==> src/rtl/hcf_pkg.sv <==
package hcf_pkg;
  localparam int BYTE_W = 8;

  localparam logic [BYTE_W-1:0] OP_RD_STATUS = 8'h40;
  localparam logic [BYTE_W-1:0] OP_RD_INT    = 8'h46;
  localparam logic [BYTE_W-1:0] OP_PWR_UP    = 8'h10;
  localparam logic [BYTE_W-1:0] OP_PWR_DN    = 8'h12;
  localparam logic [BYTE_W-1:0] OP_STOP      = 8'h2A;
  localparam logic [BYTE_W-1:0] OP_PLAY_IDX  = 8'hAE;
  localparam logic [BYTE_W-1:0] OP_PCM_WR    = 8'hAA;
  localparam logic [BYTE_W-1:0] OP_ENC_WR    = 8'hC0;

  localparam int FLAG_FIN = 0;
  localparam int FLAG_ERR = 1;
  localparam int FLAG_OVF = 2;

  typedef enum logic [1:0] {CTX_NONE, CTX_FWD, CTX_RDINT} ctx_e;
  typedef enum logic [2:0] {
    OPK_STATUS, OPK_RDINT, OPK_PUP, OPK_PDN, OPK_FWD, OPK_STREAM, OPK_BAD
  } opk_e;

  function automatic opk_e classify(input logic [BYTE_W-1:0] op);
    case (op)
      OP_RD_STATUS:         return OPK_STATUS;
      OP_RD_INT:            return OPK_RDINT;
      OP_PWR_UP:            return OPK_PUP;
      OP_PWR_DN:            return OPK_PDN;
      OP_STOP, OP_PLAY_IDX: return OPK_FWD;
      OP_PCM_WR, OP_ENC_WR: return OPK_STREAM;
      default:              return OPK_BAD;
    endcase
  endfunction
endpackage

==> src/rtl/hcf_spi_shifter.sv <==
module hcf_spi_shifter #(
  parameter int W     = 8,
  parameter int SYNC  = 2
) (
  input  logic         clk,
  input  logic         rst_n,
  input  logic         sck,
  input  logic         cs_n,
  input  logic         mosi,
  input  logic [W-1:0] tx_word,
  output logic         miso,
  output logic         sel,
  output logic         rx_done,
  output logic [W-1:0] rx_word
);
  localparam int CW = $clog2(W);

  logic [SYNC-1:0] sck_p, cs_p, mosi_p;
  logic            sck_d, cs_d;
  logic            sck_s, cs_s, mosi_s;
  logic            rise, fall, sel_start;
  logic [CW-1:0]   bit_q, bit_n;
  logic [W-1:0]    rx_q, rx_n, tx_q, tx_n;
  logic            done_q, done_n;

  assign sck_s     = sck_p[SYNC-1];
  assign cs_s      = cs_p[SYNC-1];
  assign mosi_s    = mosi_p[SYNC-1];
  assign sel       = ~cs_s;
  assign rise      = sel & sck_s & ~sck_d;
  assign fall      = sel & ~sck_s & sck_d;
  assign sel_start = ~cs_s & cs_d;

  always_ff @(posedge clk or negedge rst_n) begin
    if (!rst_n) begin
      sck_p  <= '0;
      cs_p   <= '1;
      mosi_p <= '0;
      sck_d  <= 1'b0;
      cs_d   <= 1'b1;
    end else begin
      sck_p  <= {sck_p[SYNC-2:0], sck};
      cs_p   <= {cs_p[SYNC-2:0], cs_n};
      mosi_p <= {mosi_p[SYNC-2:0], mosi};
      sck_d  <= sck_s;
      cs_d   <= cs_s;
    end
  end

  always_comb begin
    bit_n  = bit_q;
    rx_n   = rx_q;
    tx_n   = tx_q;
    done_n = 1'b0;
    if (!sel) begin
      bit_n = '0;
    end else if (rise) begin
      rx_n = {rx_q[W-2:0], mosi_s};
      if (bit_q == CW'(W-1)) begin
        bit_n  = '0;
        done_n = 1'b1;
      end else begin
        bit_n = bit_q + 1'b1;
      end
    end
    if (sel_start || (fall && bit_q == '0)) tx_n = tx_word;
    else if (fall)                          tx_n = {tx_q[W-2:0], 1'b0};
  end

  always_ff @(posedge clk or negedge rst_n) begin
    if (!rst_n) begin
      bit_q  <= '0;
      rx_q   <= '0;
      tx_q   <= '0;
      done_q <= 1'b0;
    end else begin
      bit_q  <= bit_n;
      rx_q   <= rx_n;
      tx_q   <= tx_n;
      done_q <= done_n;
    end
  end

  assign miso    = tx_q[W-1];
  assign rx_done = done_q;
  assign rx_word = rx_q;

  // a completed byte can only come out of a selected transaction
  p_done_needs_sel_r12: assert property (@(posedge clk) disable iff (!rst_n)
    rx_done |-> $past(sel));
endmodule

==> src/rtl/hcf_irq_flags.sv <==
module hcf_irq_flags #(
  parameter int          N    = 8,
  parameter logic [N-1:0] MASK = 8'h07
) (
  input  logic         clk,
  input  logic         rst_n,
  input  logic [N-1:0] set,
  input  logic [N-1:0] clr,
  output logic [N-1:0] flags,
  output logic         irq_n
);
  logic [N-1:0] flags_q, flags_n;

  always_comb flags_n = (flags_q & ~clr) | set;

  always_ff @(posedge clk or negedge rst_n) begin
    if (!rst_n) flags_q <= '0;
    else        flags_q <= flags_n;
  end

  assign flags = flags_q;
  assign irq_n = ~|(flags_q & MASK);

  // a flag can only drop after a read-interrupt clear request
  p_clear_only_by_read_r8: assert property (@(posedge clk) disable iff (!rst_n)
    (|($past(flags_q) & ~flags_q)) |-> $past(|clr));
endmodule

==> src/rtl/hcf_cmd_ctrl.sv <==
module hcf_cmd_ctrl
  import hcf_pkg::*;
(
  input  logic              clk,
  input  logic              rst_n,
  input  logic              sel,
  input  logic              rx_done,
  input  logic [BYTE_W-1:0] rx_word,
  input  logic [BYTE_W-1:0] flags,
  input  logic              sink_ready,
  input  logic              exec_done,
  input  logic              exec_busy,
  input  logic              st_full,
  input  logic              st_vg_busy,
  input  logic              st_cbuf_full,
  output logic [BYTE_W-1:0] tx_word,
  output logic [BYTE_W-1:0] flag_set,
  output logic [BYTE_W-1:0] flag_clr,
  output logic              cmd_valid,
  output logic [BYTE_W-1:0] cmd_op,
  output logic              opnd_valid,
  output logic [BYTE_W-1:0] opnd_data
);
  opk_e              kind;
  logic              pd_q, pd_n;
  logic              first_q, first_n;
  ctx_e              ctx_q, ctx_n;
  logic              strm_q, strm_n;
  logic [BYTE_W-1:0] snap_q, snap_n;
  logic              cv_q, cv_n, ov_q, ov_n;
  logic [BYTE_W-1:0] op_q, op_n, od_q, od_n;
  logic [BYTE_W-1:0] status;

  assign kind   = classify(rx_word);
  assign status = {pd_q, sink_ready & ~pd_q, |flags, st_full, 1'b0,
                   st_vg_busy, st_cbuf_full, exec_busy};
  assign tx_word = (ctx_q == CTX_RDINT && !first_q) ? snap_q : status;

  always_comb begin
    pd_n = pd_q;  first_n = first_q; ctx_n = ctx_q; strm_n = strm_q;
    snap_n = snap_q; op_n = op_q; od_n = od_q;
    cv_n = 1'b0; ov_n = 1'b0;
    flag_set = '0; flag_clr = '0;
    if (!sel) begin
      first_n = 1'b1;
      ctx_n   = CTX_NONE;
    end else if (rx_done) begin
      first_n = 1'b0;
      if (first_q) begin
        ctx_n = CTX_NONE;
        if (kind == OPK_RDINT) begin
          ctx_n  = CTX_RDINT;
          snap_n = flags;
        end else if (pd_q) begin
          if (kind == OPK_PUP) begin
            pd_n = 1'b0;
            flag_set[FLAG_FIN] = 1'b1;
          end
        end else begin
          unique case (kind)
            OPK_PUP, OPK_BAD: flag_set[FLAG_ERR] = 1'b1;
            OPK_PDN: begin
              pd_n = 1'b1;
              flag_set[FLAG_FIN] = 1'b1;
            end
            OPK_FWD, OPK_STREAM: begin
              cv_n   = 1'b1;
              op_n   = rx_word;
              ctx_n  = CTX_FWD;
              strm_n = (kind == OPK_STREAM);
            end
            default: ;
          endcase
        end
      end else if (ctx_q == CTX_FWD) begin
        if (sink_ready) begin
          ov_n = 1'b1;
          od_n = rx_word;
        end else if (strm_q) begin
          flag_set[FLAG_OVF] = 1'b1;
        end
      end else if (ctx_q == CTX_RDINT) begin
        flag_clr = snap_q;
        ctx_n    = CTX_NONE;
      end
    end
    if (exec_done) flag_set[FLAG_FIN] = 1'b1;
  end

  always_ff @(posedge clk or negedge rst_n) begin
    if (!rst_n) begin
      pd_q <= 1'b1; first_q <= 1'b1; ctx_q <= CTX_NONE; strm_q <= 1'b0;
      snap_q <= '0; cv_q <= 1'b0; ov_q <= 1'b0; op_q <= '0; od_q <= '0;
    end else begin
      pd_q <= pd_n; first_q <= first_n; ctx_q <= ctx_n; strm_q <= strm_n;
      snap_q <= snap_n; cv_q <= cv_n; ov_q <= ov_n; op_q <= op_n; od_q <= od_n;
    end
  end

  assign cmd_valid  = cv_q;
  assign cmd_op     = op_q;
  assign opnd_valid = ov_q;
  assign opnd_data  = od_q;

  p_pd_no_forward_r4: assert property (@(posedge clk) disable iff (!rst_n)
    (pd_q && rx_done && first_q) |=> !cmd_valid);
  p_pd_no_error_r4: assert property (@(posedge clk) disable iff (!rst_n)
    (pd_q && rx_done && first_q) |=> (flags[FLAG_ERR] == $past(flags[FLAG_ERR])));
  p_opnd_needs_ready_r9: assert property (@(posedge clk) disable iff (!rst_n)
    opnd_valid |-> $past(sink_ready));
  p_stream_overflow_r9: assert property (@(posedge clk) disable iff (!rst_n)
    (rx_done && !first_q && ctx_q == CTX_FWD && strm_q && !sink_ready)
      |=> flags[FLAG_OVF]);
endmodule

==> src/rtl/hostcmd_front.sv <==
module hostcmd_front #(
  parameter int         SYNC_STAGES = 2,
  parameter logic [7:0] IRQ_MASK    = 8'h07
) (
  input  logic       clk,
  input  logic       rst_n,
  input  logic       spi_sck,
  input  logic       spi_cs_n,
  input  logic       spi_mosi,
  output logic       spi_miso,
  output logic       rdy_o,
  output logic       irq_n_o,
  output logic       cmd_valid_o,
  output logic [7:0] cmd_op_o,
  output logic       opnd_valid_o,
  output logic [7:0] opnd_data_o,
  input  logic       sink_ready_i,
  input  logic       exec_done_i,
  input  logic       exec_busy_i,
  input  logic       st_full_i,
  input  logic       st_vg_busy_i,
  input  logic       st_cbuf_full_i
);
  import hcf_pkg::*;

  logic              sel, rx_done;
  logic [BYTE_W-1:0] rx_word, tx_word, flags, flag_set, flag_clr;

  hcf_spi_shifter #(.W(BYTE_W), .SYNC(SYNC_STAGES)) u_shift (
    .clk(clk), .rst_n(rst_n), .sck(spi_sck), .cs_n(spi_cs_n), .mosi(spi_mosi),
    .tx_word(tx_word), .miso(spi_miso), .sel(sel), .rx_done(rx_done),
    .rx_word(rx_word));

  hcf_cmd_ctrl u_ctrl (
    .clk(clk), .rst_n(rst_n), .sel(sel), .rx_done(rx_done), .rx_word(rx_word),
    .flags(flags), .sink_ready(sink_ready_i), .exec_done(exec_done_i),
    .exec_busy(exec_busy_i), .st_full(st_full_i), .st_vg_busy(st_vg_busy_i),
    .st_cbuf_full(st_cbuf_full_i), .tx_word(tx_word), .flag_set(flag_set),
    .flag_clr(flag_clr), .cmd_valid(cmd_valid_o), .cmd_op(cmd_op_o),
    .opnd_valid(opnd_valid_o), .opnd_data(opnd_data_o));

  hcf_irq_flags #(.N(BYTE_W), .MASK(IRQ_MASK)) u_flags (
    .clk(clk), .rst_n(rst_n), .set(flag_set), .clr(flag_clr),
    .flags(flags), .irq_n(irq_n_o));

  assign rdy_o = sink_ready_i;
endmodule

==> config.mk <==
export PLATFORM = sky130hd
export DESIGN_NAME = hostcmd_front
export DESIGN_NICKNAME = d
export VERILOG_FILES = /design/src/rtl/hcf_pkg.sv /design/src/rtl/hcf_spi_shifter.sv /design/src/rtl/hcf_irq_flags.sv /design/src/rtl/hcf_cmd_ctrl.sv /design/src/rtl/hostcmd_front.sv
export SDC_FILE = /design/constraint.sdc
export NUM_CORES = 1
export LEC_CHECK = 0
export ABC_AREA = 1
export BUFFER_PORTS_ARGS = -buffer_cell sky130_fd_sc_hd__buf_2
export CORE_MARGIN = 3
export CORE_UTILIZATION = 57
export DETAILED_ROUTE_END_ITERATION = 8
export PLACE_DENSITY_LB_ADDON = 0.05
export SLEW_MARGIN = 10
export SYNTH_ARGS = -nofsm -noshare
export SYNTH_HDL_FRONTEND = slang
export SYNTH_SLANG_ARGS = --single-unit
==> constraint.sdc <==
create_clock -name clk -period 1.93 [get_ports clk]
set_input_delay 0.579 -clock clk [delete_from_list [all_inputs] [get_ports clk]]
set_output_delay 0.579 -clock clk [all_outputs]
set_load 0.02 [all_outputs]
# [Yosys cells after proc, flatten, opt, wreduce, memory -nomap -nowiden]
# Index checks and enable logic that the tools add are counted.
[totals] regBits=67 in_bits=11 out_inout_bits=21 word_cells=127
[classes] addsub=1 n_eq_ne=18 mux=52 n_bitwise=15 n_reduce_logical=22
[op_table] operator="two-way mux 8 bit" n=8
[op_table] operator="two-way mux 1 bit" n=29
[op_table] operator="equality test 8 bit, second input constant" n=3
[op_table] operator="two-way mux 2 bit" n=9
[op_table] operator="case mux 3 bit (6 select lines)" n=1
[op_table] operator="equality test 8 x 5 -> 1 bit, second input constant" n=2
[op_table] operator="equality test 8 x 7 -> 1 bit, second input constant" n=2
[op_table] operator="two-way mux 3 bit" n=5
[op_table] operator="equality test 3 bit, second input constant" n=4
[op_table] operator="AND 8 bit" n=1
[op_table] operator="equality test 8 x 6 -> 1 bit, second input constant" n=1
[op_table] operator="inverter 8 bit" n=1
[op_table] operator="bitwise OR 8 x 3 -> 8 bit" n=1
[op_table] operator="AND reduction 4 bit" n=2
[op_table] operator="OR reduction 2 bit" n=4
[op_table] operator="OR reduction 8 bit" n=1
[op_table] operator="AND 1 bit" n=6
[op_table] operator="equality test 3 x 2 -> 1 bit, second input constant" n=2
[op_table] operator="inverter 1 bit" n=6
[op_table] operator="AND reduction 6 bit" n=1
[op_table] operator="nonzero test 2 bit" n=3
[op_table] operator="AND reduction 5 bit" n=1
[op_table] operator="adder 3 x 1 -> 3 bit, second input constant" n=1
[op_table] operator="equality test 3 x 1 -> 1 bit, second input constant" n=1
[op_table] operator="11 further kinds" n=13

# [Longest topological paths before layout]
[depth] ltp_word=13 ltp_mapped=11 ltp_nobuf=11

# [Modules after synthesis]
# A second synthesis with hierarchy kept.
[hier_totals] hier_cells=388 hier_area_um2=3285.7
[by_module_without_submodules] mod="hcf_cmd_ctrl" n_inst=1 cells_per_inst=232 area_per_inst_um2=1776.7 seq_area_each_um2=778.2
[by_module_without_submodules] mod="hcf_spi_shifter" n_inst=1 cells_per_inst=129 area_per_inst_um2=1203.7 seq_area_each_um2=704.4
[by_module_without_submodules] mod="hcf_irq_flags" n_inst=1 cells_per_inst=26 area_per_inst_um2=297.8 seq_area_each_um2=200.2
[by_module_without_submodules] mod="hostcmd_front" n_inst=1 cells_per_inst=1 area_per_inst_um2=7.5 seq_area_each_um2=0.0

# [Least setup slack after synthesis]
# OpenSTA, ideal clock, no wires.
[synth_timing] path_type="register -> output" start="register u_flags.flags_q[1], in the netlist u_flags.flags[1]" end="output port irq_n_o" arrival_ns=0.924 required_ns=1.351 setup_slack_ns=0.427 stages_incl_launch_ff=2 n_path_buf=0 path_cell_list="dfrtp_1 -> nor3_1"
[synth_between] elab_chain_len=2
[synth_rtl] item="from (decl)" line="hcf_irq_flags.sv:12" text="logic [N-1:0] flags_q, flags_n;"
[synth_rtl] item="from (signal assigned)" line="hcf_irq_flags.sv:18" text="else flags_q <= flags_n;"
[synth_rtl] item="OR reduction 3 bit" line="hcf_irq_flags.sv:22" text="assign irq_n = ~|(flags_q & MASK);"
[synth_rtl] item="zero test 1 bit" line="hcf_irq_flags.sv:22"
[synth_rtl] item="to (decl)" line="hostcmd_front.sv:12" text="output logic irq_n_o,"
# No other way between the ends.

# [Worst setup path after layout]
# Ends and elaborated chain as after synthesis.

==> run metrics <==
root buf cell clkbuf_8; Starting Density 60.82%; Worst Hold Class input pin to async pin; setup tns final 0 ps; total number of vias 2,267; area of the core 4880 µm²; most common cell after layout, fill and taps aside nand2_1; kind of end point of the critical path output port; status finished clean; Worst path slowest cell dfrtp_1; CTS Sinks 67; Rel. slew slack 68.82%; Skew-Pair Late Insertion Delay 330 ps; layout cells sized above 1 22.87%; Syn Std Cell Area 2968 µm²; minimum clock period 1818 ps; most frequent cells in the layout nand2_1 (81), dfrtp_1 (62), nor2_1 (36); Synth cell types 30; port bufs 31; Worst Path Max Fanout 3; PwrDens 885.3 nW/µm²; Layout Area Growth over Synthesis 14.71%; Startpoint Class flip-flop; Detailed Routing Iterations Pass 1 4; first-pass GRT wire length 10,380 µm; Iter 0 DRT Violations 179; Worst setup startpoint u_flags.flags[1]$_DFF_PN0_; Fin Hold WS 122.4 ps; detailed-route wire length per cell 12.87 µm; maximum VDD drop 0.0005666 V; Detail Placement HPWL 4031 µm; Clk pin slew, worst setup/hold paths 70 ps; final core occ 69.77%; via/cell ratio 5.117; nets 385; worst reg2reg endpoint u_ctrl.snap_q[7]$_DFFE_PN0P_; M2 GR Usage 34.16%; Seq/Total Area, Yosys 56.70%; Critical Path End irq_n_o; highest clock rate 0.5500 GHz; die area 6108 µm²; RR Startpoint u_shift.rx_word[0]$_DFFE_PN0P_; die width 78.16 µm; Post-Syn Instances 330; Placer Congestion 0.8534; total gr overflow 0; CTS tree built; GRT Resource Usage Total 21.75%; die height 78.16 µm; Synth Net Count 344; CP peak stage delay 390 ps; Mean Syn Cell Area 8.993 µm²; drt drc 0; final worst-path cycle share 94.21%; largest net degree at the start of global routing 35; Cell Chain, Critical Path nor3_1 -> buf_2; H-tree depth 3; r2r worst-path depth 8; GRT met3 Usage 4.472%; Setup Skew 9.392 ps; initial antenna violation count 0; Tightest Pin Transition 467.7 ps; kind of critical path flip-flop to output port; GR peak layer met2; FP Rows 25; yosys warns 0; TritonCTS Buffers 9; met1 GRT Util 29.17%; CP required 1350 ps; final hold violation count 0; vias in the first global route 2,327; Worst R2R Setup Slack 320 ps; Clock Path Buffers 2; RSZ-0062 raised after global routing false; max cap viols 0; DRT antenna net count 0; total routed wirelength 5700 µm; Data arrival, critical path 1240 ps; register bit total from synthesis 67; ANT cells 0; setup violators final 0; # fillers 398; I/O pins 32; Pleak 1.668 nW; max-slew violations 0
[cell type report]
| class | count | area [µm²] | area share [%] |
|---|---|---|---|
| clock buffers | 13 | 138.9 | 4.079 |
| clock inverters | 3 | 40.04 | 1.176 |
| inverters | 40 | 150.1 | 4.410 |
| multi-input cells | 215 | 1076 | 31.61 |
| flip-flops and latches | 67 | 1683 | 49.43 |
| well taps | 67 | 83.83 | 2.462 |
| repair buffers | 38 | 232.7 | 6.836 |
[worst min-delay path by stage]
| stage | startpoint | end |
|---|---|---|
| detailed placement | u_shift.sck_p[0]$_DFF_PN0_ | u_shift.sck_p[1]$_DFF_PN0_ |
| finish | rst_n | u_ctrl.snap_q[2]$_DFFE_PN0P_ |
| CTS | rst_n | u_flags.flags[2]$_DFF_PN0_ |
| global placement | u_shift.mosi_p[0]$_DFF_PN0_ | u_shift.mosi_p[1]$_DFF_PN0_ |
| floorplan | rst_n | u_ctrl.cmd_op[0]$_DFFE_PN0P_ |
| global route | rst_n | u_ctrl.ctx_q[0]$_DFFE_PN0P_ |
[power breakdown]
group | switching (mW) | internal [mW] | leakage, nW
registers | 0.0734 | 1.49 | 0.855
clock network | 0.495 | 0.595 | 0.0914
logic | 0.236 | 0.122 | 0.722
[flip-flops by register name, indices dropped and copies added (netlist names), 2 cells and up]
| signal | count |
|---|---|
| u_ctrl.cmd_op | 8 |
| u_ctrl.ctx_q | 2 |
| u_ctrl.opnd_data | 8 |
| u_ctrl.snap_q | 8 |
| u_flags.flags | 8 |
| u_shift.bit_q | 3 |
| u_shift.cs_p | 2 |
| u_shift.mosi_p | 2 |
| u_shift.rx_word | 8 |
| u_shift.sck_p | 2 |
| u_shift.tx_q | 8 |
[critical path: cells and delay by family, from the launching register on]
kind          cells  cell delay, ps
flops             1             390
buf+inv           1             220
simple gates      1             290
[cells in the mapped netlist, drive strengths merged]
cell	count	share of area (%)
clkbuf	1	0.13
ha	3	1.3
nor3b	1	0.25
buf	7	2.0
a21oi	16	2.8
nor2	46	7.6
o21ai	36	6.7
nand3	13	2.2
nand4	2	0.42
dfrtp	62	52
nor4	1	0.72
a22o	1	0.30
a31oi	5	1.1
nand2	86	12
dfstp	5	4.4
and2	1	0.30
nor3	2	0.34
inv	40	5.1
o211ai	2	0.51
[logic make-up (layout without fill, tap and decap cells)]
group,Yosys count,in the layout,synth area share [%]
adder cells (fa/ha/maj),3,3,1.265
AND/OR/NAND/NOR,152,152,23.48
flip-flops,67,67,56.70
AO/OA/AOI/OAI,60,60,11.38
buffers and inverters,48,94,7.167
[repair_timing]
action,in CTS,in global routing
gates resized for setup,0,1
hold buffers,0,0
setup buffers,0,0
setup endpoints to repair,0,1
[metrics by stage]
stage	total power [mW]	cells	worst slack [ps]	cell area [µm²]
global route	3.171	443	17.96	3405
finish	3.014	443	111.8	3405
CTS	3.040	443	115.8	3401
detailed placement	1.950	427	203.9	3222
global placement	1.940	427	317.7	3222
floorplan	1.819	330	426.8	2968
[routing by layer]
layer | up-vias | routed length (µm)
met1 | 1061 | 2677
li1 | 1137 | -
met4 | 0 | 108
met5 | - | 0
met2 | 58 | 2658
met3 | 11 | 255
No activity file was read; power rests on OpenSTA's default activity.
